### src/rtl/mdio_pkg.sv
package mdio_pkg;

    localparam int REG_AW    = 3;
    localparam int FRM_BITS  = 32;
    localparam int DATA_BITS = 16;

    typedef enum logic [REG_AW-1:0] {
        RA_BB_CLK = 3'd0,
        RA_BB_DAT = 3'd1,
        RA_BB_OE  = 3'd2,
        RA_FRAME  = 3'd3,
        RA_CFG    = 3'd4,
        RA_MASK   = 3'd5,
        RA_STAT   = 3'd6
    } reg_addr_e;

    typedef struct packed {
        logic [4:0] phy;
        logic [4:0] regad;
        logic       poll_en;
        logic       bb_sel;
    } cfg_t;

    localparam logic [1:0] ST_CODE = 2'b01;
    localparam logic [1:0] OP_RD   = 2'b10;
    localparam logic [1:0] TA_HOST = 2'b10;

    function automatic logic is_read_op(input logic [FRM_BITS-1:0] w);
        return w[29:28] == OP_RD;
    endfunction

    function automatic logic [FRM_BITS-1:0] poll_frame(input logic [4:0] phy,
                                                       input logic [4:0] regad);
        return {ST_CODE, OP_RD, phy, regad, TA_HOST, {DATA_BITS{1'b0}}};
    endfunction

endpackage

### src/rtl/mdio_regs.sv
module mdio_regs
    import mdio_pkg::*;
(
    input  logic                 clk,
    input  logic                 rst,
    input  logic                 wr_en,
    input  logic                 rd_en,
    input  logic [REG_AW-1:0]    addr,
    input  logic [31:0]          wdata,
    output logic [31:0]          rdata,
    input  logic                 sw_launch,
    input  logic                 sw_done,
    input  logic [DATA_BITS-1:0] rx_data,
    input  logic [DATA_BITS-1:0] poll_last,
    input  logic [DATA_BITS-1:0] poll_chg,
    output cfg_t                 cfg_q,
    output logic [DATA_BITS-1:0] mask_q,
    output logic                 bb_clk_q,
    output logic                 bb_dat_q,
    output logic                 bb_oe_q,
    output logic [FRM_BITS-1:0]  frame_q,
    output logic                 pend_q,
    output logic                 valid_q,
    output logic                 stat_clr
);

    reg_addr_e sel;
    logic      frame_wr;

    assign sel      = reg_addr_e'(addr);
    assign frame_wr = wr_en && (sel == RA_FRAME);
    assign stat_clr = rd_en && (sel == RA_STAT);

    always_ff @(posedge clk) begin
        if (rst) begin
            cfg_q    <= '0;
            mask_q   <= '1;
            bb_clk_q <= 1'b0;
            bb_dat_q <= 1'b0;
            bb_oe_q  <= 1'b0;
            frame_q  <= '0;
            pend_q   <= 1'b0;
            valid_q  <= 1'b0;
        end else begin
            if (wr_en) begin
                case (sel)
                    RA_BB_CLK: bb_clk_q <= wdata[0];
                    RA_BB_DAT: bb_dat_q <= wdata[0];
                    RA_BB_OE:  bb_oe_q  <= wdata[0];
                    RA_CFG: begin
                        cfg_q.bb_sel  <= wdata[0];
                        cfg_q.poll_en <= wdata[1];
                        cfg_q.regad   <= wdata[7:3];
                        cfg_q.phy     <= wdata[14:10];
                    end
                    RA_MASK:   mask_q <= wdata[DATA_BITS-1:0];
                    default: ;
                endcase
            end

            if (frame_wr) begin
                frame_q <= wdata;
                valid_q <= 1'b0;
            end else if (sw_done) begin
                valid_q <= 1'b1;
                if (is_read_op(frame_q))
                    frame_q[DATA_BITS-1:0] <= rx_data;
            end

            if (frame_wr)
                pend_q <= 1'b1;
            else if (sw_launch)
                pend_q <= 1'b0;
        end
    end

    always_comb begin
        rdata = '0;
        case (sel)
            RA_BB_CLK: rdata[0] = bb_clk_q;
            RA_BB_DAT: rdata[0] = bb_dat_q;
            RA_BB_OE:  rdata[0] = bb_oe_q;
            RA_FRAME:  rdata    = {frame_q[31:17], valid_q, frame_q[15:0]};
            RA_CFG:    rdata    = {17'b0, cfg_q.phy, 2'b0, cfg_q.regad, 1'b0,
                                   cfg_q.poll_en, cfg_q.bb_sel};
            RA_MASK:   rdata    = {16'b0, mask_q};
            RA_STAT:   rdata    = {poll_last, poll_chg};
            default:   rdata    = '0;
        endcase
    end

endmodule

### src/rtl/mdio_shifter.sv
module mdio_shifter
    import mdio_pkg::*;
#(
    parameter int CLK_HALF = 2,
    parameter int PRE_BITS = 32
) (
    input  logic                 clk,
    input  logic                 rst,
    input  logic                 start_i,
    input  logic [FRM_BITS-1:0]  word_i,
    input  logic                 mdio_i,
    output logic                 busy_o,
    output logic                 mdc_o,
    output logic                 mdo_o,
    output logic                 oe_o,
    output logic                 done_o,
    output logic [DATA_BITS-1:0] rx_o
);

    localparam int TOT     = PRE_BITS + FRM_BITS;
    localparam int BW      = $clog2(TOT);
    localparam int CW      = (CLK_HALF > 1) ? $clog2(CLK_HALF) : 1;
    localparam int REL_POS = PRE_BITS + FRM_BITS - DATA_BITS - 2;
    localparam int DAT_POS = PRE_BITS + FRM_BITS - DATA_BITS;

    logic                 busy_q, mdc_q, rd_q;
    logic [CW-1:0]        cnt_q;
    logic [BW-1:0]        pos_q;
    logic [TOT-1:0]       sh_q;
    logic [DATA_BITS-1:0] rx_q;
    logic                 tick;

    assign tick   = (cnt_q == CW'(CLK_HALF - 1));
    assign done_o = busy_q && tick && mdc_q && (pos_q == BW'(TOT - 1));

    always_ff @(posedge clk) begin
        if (rst) begin
            busy_q <= 1'b0;
            mdc_q  <= 1'b0;
            rd_q   <= 1'b0;
            cnt_q  <= '0;
            pos_q  <= '0;
            sh_q   <= '1;
            rx_q   <= '0;
        end else if (!busy_q) begin
            if (start_i) begin
                busy_q <= 1'b1;
                sh_q   <= {{PRE_BITS{1'b1}}, word_i};
                rd_q   <= is_read_op(word_i);
                cnt_q  <= '0;
                pos_q  <= '0;
                mdc_q  <= 1'b0;
            end
        end else if (tick) begin
            cnt_q <= '0;
            mdc_q <= !mdc_q;
            if (!mdc_q) begin
                if (rd_q && (pos_q >= BW'(DAT_POS)))
                    rx_q <= {rx_q[DATA_BITS-2:0], mdio_i};
            end else if (pos_q == BW'(TOT - 1)) begin
                busy_q <= 1'b0;
            end else begin
                pos_q <= pos_q + 1'b1;
                sh_q  <= {sh_q[TOT-2:0], 1'b1};
            end
        end else begin
            cnt_q <= cnt_q + 1'b1;
        end
    end

    assign busy_o = busy_q;
    assign mdc_o  = mdc_q;
    assign mdo_o  = busy_q ? sh_q[TOT-1] : 1'b1;
    assign oe_o   = busy_q && !(rd_q && (pos_q >= BW'(REL_POS)));
    assign rx_o   = rx_q;

endmodule

### src/rtl/mdio_poll_track.sv
module mdio_poll_track
    import mdio_pkg::*;
(
    input  logic                 clk,
    input  logic                 rst,
    input  logic                 enable,
    input  logic                 done,
    input  logic [DATA_BITS-1:0] rx,
    input  logic                 clr,
    output logic [DATA_BITS-1:0] last_o,
    output logic [DATA_BITS-1:0] chg_o
);

    logic                 seen_q;
    logic [DATA_BITS-1:0] last_q, chg_q, diff;

    assign diff = (done && seen_q) ? (rx ^ last_q) : '0;

    always_ff @(posedge clk) begin
        if (rst) begin
            seen_q <= 1'b0;
            last_q <= '0;
            chg_q  <= '0;
        end else begin
            chg_q <= (clr ? '0 : chg_q) | diff;
            if (done)
                last_q <= rx;
            if (!enable)
                seen_q <= 1'b0;
            else if (done)
                seen_q <= 1'b1;
        end
    end

    assign last_o = last_q;
    assign chg_o  = chg_q;

endmodule

### src/rtl/mdio_mgmt_engine.sv
module mdio_mgmt_engine
    import mdio_pkg::*;
#(
    parameter int CLK_HALF = 2,
    parameter int PRE_BITS = 32
) (
    input  logic              clk,
    input  logic              rst,
    input  logic              reg_wr,
    input  logic              reg_rd,
    input  logic [REG_AW-1:0] reg_addr,
    input  logic [31:0]       reg_wdata,
    output logic [31:0]       reg_rdata,
    input  logic              mdio_i,
    output logic              mdc_o,
    output logic              mdio_o,
    output logic              mdio_oe,
    output logic              irq_o
);

    cfg_t                 cfg_q;
    logic [DATA_BITS-1:0] mask_q, rx, poll_last, poll_chg;
    logic                 bb_clk_q, bb_dat_q, bb_oe_q;
    logic [FRM_BITS-1:0]  frame_q, tx_word;
    logic                 pend_q, frm_valid, stat_clr;
    logic                 eng_busy, eng_done, launch, cur_poll_q;
    logic                 sw_done, poll_done;
    logic                 e_mdc, e_mdo, e_oe;

    assign launch    = !cfg_q.bb_sel && !eng_busy && (pend_q || cfg_q.poll_en);
    assign tx_word   = pend_q ? frame_q : poll_frame(cfg_q.phy, cfg_q.regad);
    assign sw_done   = eng_done && !cur_poll_q;
    assign poll_done = eng_done && cur_poll_q;

    always_ff @(posedge clk) begin
        if (rst)
            cur_poll_q <= 1'b0;
        else if (launch)
            cur_poll_q <= !pend_q;
    end

    mdio_regs u_regs (
        .clk       (clk),
        .rst       (rst),
        .wr_en     (reg_wr),
        .rd_en     (reg_rd),
        .addr      (reg_addr),
        .wdata     (reg_wdata),
        .rdata     (reg_rdata),
        .sw_launch (launch && pend_q),
        .sw_done   (sw_done),
        .rx_data   (rx),
        .poll_last (poll_last),
        .poll_chg  (poll_chg),
        .cfg_q     (cfg_q),
        .mask_q    (mask_q),
        .bb_clk_q  (bb_clk_q),
        .bb_dat_q  (bb_dat_q),
        .bb_oe_q   (bb_oe_q),
        .frame_q   (frame_q),
        .pend_q    (pend_q),
        .valid_q   (frm_valid),
        .stat_clr  (stat_clr)
    );

    mdio_shifter #(
        .CLK_HALF (CLK_HALF),
        .PRE_BITS (PRE_BITS)
    ) u_shift (
        .clk     (clk),
        .rst     (rst),
        .start_i (launch),
        .word_i  (tx_word),
        .mdio_i  (mdio_i),
        .busy_o  (eng_busy),
        .mdc_o   (e_mdc),
        .mdo_o   (e_mdo),
        .oe_o    (e_oe),
        .done_o  (eng_done),
        .rx_o    (rx)
    );

    mdio_poll_track u_poll (
        .clk    (clk),
        .rst    (rst),
        .enable (cfg_q.poll_en),
        .done   (poll_done),
        .rx     (rx),
        .clr    (stat_clr),
        .last_o (poll_last),
        .chg_o  (poll_chg)
    );

    assign mdc_o   = cfg_q.bb_sel ? bb_clk_q : e_mdc;
    assign mdio_o  = cfg_q.bb_sel ? bb_dat_q : e_mdo;
    assign mdio_oe = cfg_q.bb_sel ? bb_oe_q  : e_oe;
    assign irq_o   = |(poll_chg & ~mask_q);

endmodule

### config.mk
export PLATFORM = sky130hd
export DESIGN_NAME = mdio_mgmt_engine
export DESIGN_NICKNAME = d
export VERILOG_FILES = /design/src/rtl/mdio_pkg.sv /design/src/rtl/mdio_regs.sv /design/src/rtl/mdio_shifter.sv /design/src/rtl/mdio_poll_track.sv /design/src/rtl/mdio_mgmt_engine.sv
export SDC_FILE = /design/constraint.sdc
export NUM_CORES = 1
export LEC_CHECK = 0
export ABC_AREA = 1
export BUFFER_PORTS_ARGS = -buffer_cell sky130_fd_sc_hd__buf_2
export CORE_ASPECT_RATIO = 0.6
export CORE_MARGIN = 8
export CORE_UTILIZATION = 59
export DETAILED_ROUTE_END_ITERATION = 7
export PLACE_DENSITY = 0.77
export REMOVE_ABC_BUFFERS = 1
export SLEW_MARGIN = 0
export SYNTH_ARGS = -nofsm -noshare
export SYNTH_HDL_FRONTEND = slang
export SYNTH_SLANG_ARGS = --single-unit
### constraint.sdc
create_clock -name clk -period 1.83 [get_ports clk]
set_input_delay 0.4575 -clock clk [delete_from_list [all_inputs] [get_ports clk]]
set_output_delay 0.4575 -clock clk [all_outputs]
set_load 0.1 [all_outputs]
; After elaboration in Yosys (flattened, before gate mapping)
; Index checks and enable logic that the tools add are counted.
[totals]
regBits = 189
input_bits = 40
out_inout_bits = 36
word_cells = 119
[op_classes]
addsub = 2
n_lt_le_gt_ge = 2
eq_ne = 12
mux = 34
bitwise = 7
reduce_logical = 39
[ops]
columns = op, count
row1 = two-way mux 64 bit, 5
row2 = case mux 31 bit (4 select lines), 1
row3 = two-way mux 16 bit, 5
row4 = two-way mux 32 bit, 1
row5 = two-way mux 6 bit, 5
row6 = AND 16 bit, 1
row7 = two-way mux 1 bit, 16
row8 = NOT 16 bit, 1
row9 = OR 16 bit, 1
row10 = AND reduction 2 bit, 8
row11 = OR reduction 16 bit, 1
row12 = XOR 16 bit, 1
row13 = logical AND 1 bit, 14
row14 = >= comparator 6 bit (second input constant), 2
row15 = equality test 3 bit (second input constant), 3
row16 = AND reduction 4 bit, 2
row17 = nonzero test 2 bit, 4
row18 = case mux 1 bit (7 select lines), 1
row19 = adder 6 x 1 -> 6 bit (second input constant), 1
row20 = equality test 3 x 2 -> 1 bit (second input constant), 2
row21 = equality test 6 bit (second input constant), 1
row22 = zero test 1 bit, 6
row23 = != test 2 bit (second input constant), 3
row24 = equality test 2 bit (second input constant), 2
row25 = 6 further kinds, 9

; Logic depth before layout (Yosys ltp)
[depth]
word_depth = 7
ltp_mapped = 10

; By module
; From an unflattened synthesis, not the netlist that was laid out.
[hier_totals]
cells_unflattened = 1366
hier_area_um2 = 9320.2
[modules_own_cells]
columns = mod, n_inst, cells_per_inst, area_per_inst_um2, seq_area_each_um2
row1 = mdio_shifter, 1, 531, 3936.3, 1801.7
row2 = mdio_regs, 1, 501, 3288.2, 1301.2
row3 = mdio_poll_track, 1, 192, 1496.4, 660.6
row4 = mdio_mgmt_engine, 1, 142, 599.3, 20.0

; Least setup slack after synthesis
; Ideal clock, no wire load.
[synth_path]
path_kind = register to output
from = reg u_regs.cfg_q[0] (netlist name)
to = out mdio_o
arrival_time_ns = 2.564
t_required_ns = 1.372
setup_slack_ns = -1.191
path_stages_with_launch = 3
cell_sequence = dfxtp_1 > inv_1 > o21ai_0
[synth_between]
elab_chain_cells = 1
[synth_rtl]
columns = item, line
row1 = two-way mux 1 bit, mdio_mgmt_engine.sv:95  ; assign mdio_o = cfg_q.bb_sel ? bb_dat_q : e_mdo;
row2 = end: declaration, mdio_mgmt_engine.sv:16  ; output logic mdio_o,
; Every way passes these cells.

; Worst setup path after layout
[layout_path]
from = reg u_regs.mask_q[0]
to = out irq_o
[layout_between]
elab_chain_cells = 3
[layout_rtl]
columns = item, line
row1 = start: declaration, mdio_regs.sv:17  ; output logic [DATA_BITS-1:0] mask_q,
row2 = start signal: assignment, mdio_regs.sv:56  ; RA_MASK: mask_q <= wdata[DATA_BITS-1:0];
row3 = NOT 16 bit, mdio_mgmt_engine.sv:97  ; assign irq_o = |(poll_chg & ~mask_q);
row4 = AND 16 bit, mdio_mgmt_engine.sv:97
row5 = OR reduction 16 bit, mdio_mgmt_engine.sv:97
row6 = end: declaration, mdio_mgmt_engine.sv:18  ; output logic irq_o
; Every way passes these cells.

==> flow_metrics.tcl <==
set metrics [dict create \
    status "complete, but fails checks" \
    failed_checks "setup timing" \
    cts_root_buffer "clkbuf_16" \
    async_flop_share_pct 0 \
    drt_iter0_drc 1466 \
    cp.buffers_inverters 2 \
    routed_via_density 6.14 \
    areaGrowthSynthToFinish_pct 35.5 \
    grt.total_usage_pct 30.7 \
    hpwl_um 17000 \
    avgRoutedWirePerCell_um 19.9 \
    whs_path_depth 3 \
    num_rows 34 \
    ios 76 \
    synth-seq-cells 189 \
    dp_cells 1441 \
    fp.coreArea_um2 14300 \
    synth_flop_cell "dfxtp_1" \
    relSlewSlack_pct 73.2 \
    cts_max_path_buffers 2 \
    synth.distinct_cells 30 \
    cts_max_level 4 \
    fp.dieH_um 109 \
    worst_pin_slew_ns 0.401 \
    critPathRequiredTime_ns 1.37 \
    gp_congestion 0.922 \
    totalWireLength_um 29700 \
    cts_buffers 17 \
    setup_tns_ns -3.68 \
    hold_buffers 0 \
    cts_tree "built" \
    grt_max_degree 60 \
    p_per_area_nw_per_um2 813 \
    final.min_clock_period_ns 2.01 \
    clkTransAtPathRegs_ns 0.08 \
    synth_commonest_cells "241 x nand2_1, 189 x dfxtp_1, 181 x nand3_1, 118 x nor2_1, 99 x inv_1" \
    report.final.hold_viol_count 0 \
    drc 0 \
    critPathMaxFanout 3 \
    rr_worst_depth 8 \
    dr.pass1.iters 6 \
    avgSynthCellArea_um2 7.13 \
    period_share_pct 110 \
    slew_violations 0 \
    vias 9171 \
    synthTopCellsByArea "dfxtp_1 44%, nand3_1 11%, nand2_1 11%, nor2_1 5.2%, o21ai_0 5.1%" \
    antenna_found_initial 0 \
    grt_pass1_wl_um 45500 \
    ant_nets 0 \
    die_x_um 171 \
    hold_path_end "u_regs.mask_q[7]" \
    path_cells "inv_1 -> nand2_1 -> o221ai_2 -> nor2_1 -> nand3_2 -> buf_12" \
    critPathArrivalTime_ns 1.56 \
    yosysTopAreaCell "dfxtp_1" \
    drive_gt1_share_pct 22.9 \
    setup_ws_ns -0.185 \
    ir_drop_mv 0.699 \
    first_global_vias 8512 \
    max_freq_mhz 496 \
    clock-skew-final_ns 0.0129 \
    synthCells 1194 \
    gr-total-overflow 0 \
    start_util_pct 59.6 \
    criticalPathCategory "flip-flop to output port" \
    start_kind "flip-flop" \
    layout.nets 1323 \
    synth_area_um2 8510 \
    synth_top_area_share_pct 44.4 \
    synth_warnings 0 \
    synth_edf_count 0 \
    maxCapViolCount 0 \
    cts_sinks 189 \
    r2r_slack_ns 0.06 \
    rsz0062_at_grt "yes" \
    layoutNonFillerInstCount 1493 \
    max_stage_delay_ns 0.32 \
    dieArea_um2 18700 \
    finalSetupViolations 33 \
    synth.most_common_cell "nand2_1" \
    insertedDiodeCount 0 \
    cpMaxStageDelayCell "dfxtp_1" \
    hp-start "reg_wdata[7]" \
    critPathTopFamily "simple AND/OR/NAND/NOR gates" \
    leakage_nw 4.90 \
    yosysSeqAreaShare_pct 44.4 \
    clk-insertion-delay-late_ns 0.44 \
    hold_class "input port to flip-flop" \
    r2r-end "u_regs.frame_q[5]" \
    port_buffers 75 \
    holdWs_ns 0.266 \
    r2r_start "u_shift.pos_q[1]" \
    endpoint_kind "output port" \
]
[worst register-to-register path, cell delays in order, from the launching register on]
cell and delay [ns]:
dfxtp_2 0.35, ha_2 0.20, nand3_1 0.10, nor2_2 0.15
buf_4 0.16, nand4_1 0.08, buf_4 0.28, a21oi_1 0.27
nor2_1 0.07
[layer usage]
metal  wire length (µm)  part of all wire (%)  global-route usage, %  vias to the layer above
met3               3480                    12                   7.70                       93
met2              13300                    45                   48.2                      658
met1              12000                    40                   40.7                     4275
met5                  0                     0                      0                        -
met4                938                   3.2                   11.3                        0
li1                   -                     -                      -                     4145
[state kept, by name, indices dropped and copies added, names as in the netlist, 6 cells and up]
register	cells
u_poll.chg_o	16
u_poll.last_o	16
u_regs.cfg_q	12
u_regs.frame_q	32
u_regs.mask_q	16
u_shift.pos_q	6
u_shift.rx_o	16
u_shift.sh_q	64
[layout make-up]
| class | instances | area (µm²) |
|---|---|---|
| multi-input combinational | 814 | 4560 |
| inverter | 107 | 422 |
| timing repair buffer | 153 | 1920 |
| clock inverter | 15 | 153 |
| tap | 198 | 248 |
| fill | 869 | 2760 |
| sequential | 189 | 3800 |
| clock buffer | 17 | 425 |
[placed cells by master, fill, tap and decap left out, types with 4 or more instances in the layout]
cell       instances
a21oi_1           73
buf_12            48
buf_16             7
buf_2             36
buf_4             50
buf_6              5
clkbuf_16         22
clkinv_2           4
dfxtp_1          178
dfxtp_2            9
inv_1             84
inv_2             16
inv_4              4
inv_6              6
nand2_1          222
nand2_2           12
nand2_4           10
nand3_1          178
nor2_1           115
nor2_4             6
o2111ai_4          8
o211ai_1          39
o21ai_0           82
o22ai_2            4
o22ai_4           14
xnor2_1           16
[where the power goes]
part	switching [mW]	internal, mW
clock	1.79	1.93
sequential	0.100	4.27
combinational	0.810	0.493
[how the worst max path moves through the flow]
stage	from	to	slack (ns)	cells after the start
floorplan	u_shift.pos_q[0]	u_shift.sh_q[0]	-1.49	8
global placement	reg_addr[0]	reg_rdata[13]	-0.26	7
detailed placement	reg_addr[1]	reg_rdata[9]	-0.29	6
CTS	u_poll.chg_o[15]	irq_o	-0.14	5
global route	u_regs.mask_q[0]	irq_o	-0.21	6
finish	u_regs.mask_q[0]	irq_o	-0.18	6
[kinds of logic (layout without fill, tap and decap cells)]
group	after synthesis	count (layout)	synth area share, %
flip-flops	189	189	44.4
adder cells (fa/ha/maj)	1	1	0.147
buffers and inverters	191	292	9.36
AND/OR/NAND/NOR	557	557	28.1
AO/OA/AOI/OAI	240	240	16.3
XOR/XNOR	16	16	1.65
[metrics by stage]
stage          worst slack (ns)  power [mW]  util, %  instance area (µm²)
3_5_place_dp             -0.294        5.54     69.3                 9910
4_1_cts                  -0.137        9.28     78.8                11300
2_1_floorplan             -1.49        5.08        -                 8120
5_1_grt                  -0.213        9.65     80.7                11500
6_report                 -0.185        9.38     80.7                11500
3_3_place_gp             -0.264        5.51     69.3                 9910
[timing repair]
action,4_1_cts,5_1_grt
setup buffers,14,4
pin swaps,19,8
cloned,1,2
endpoints found under the setup margin,39,97
resized for setup,151,43
Note: power is estimated with default switching activity, not from simulation.
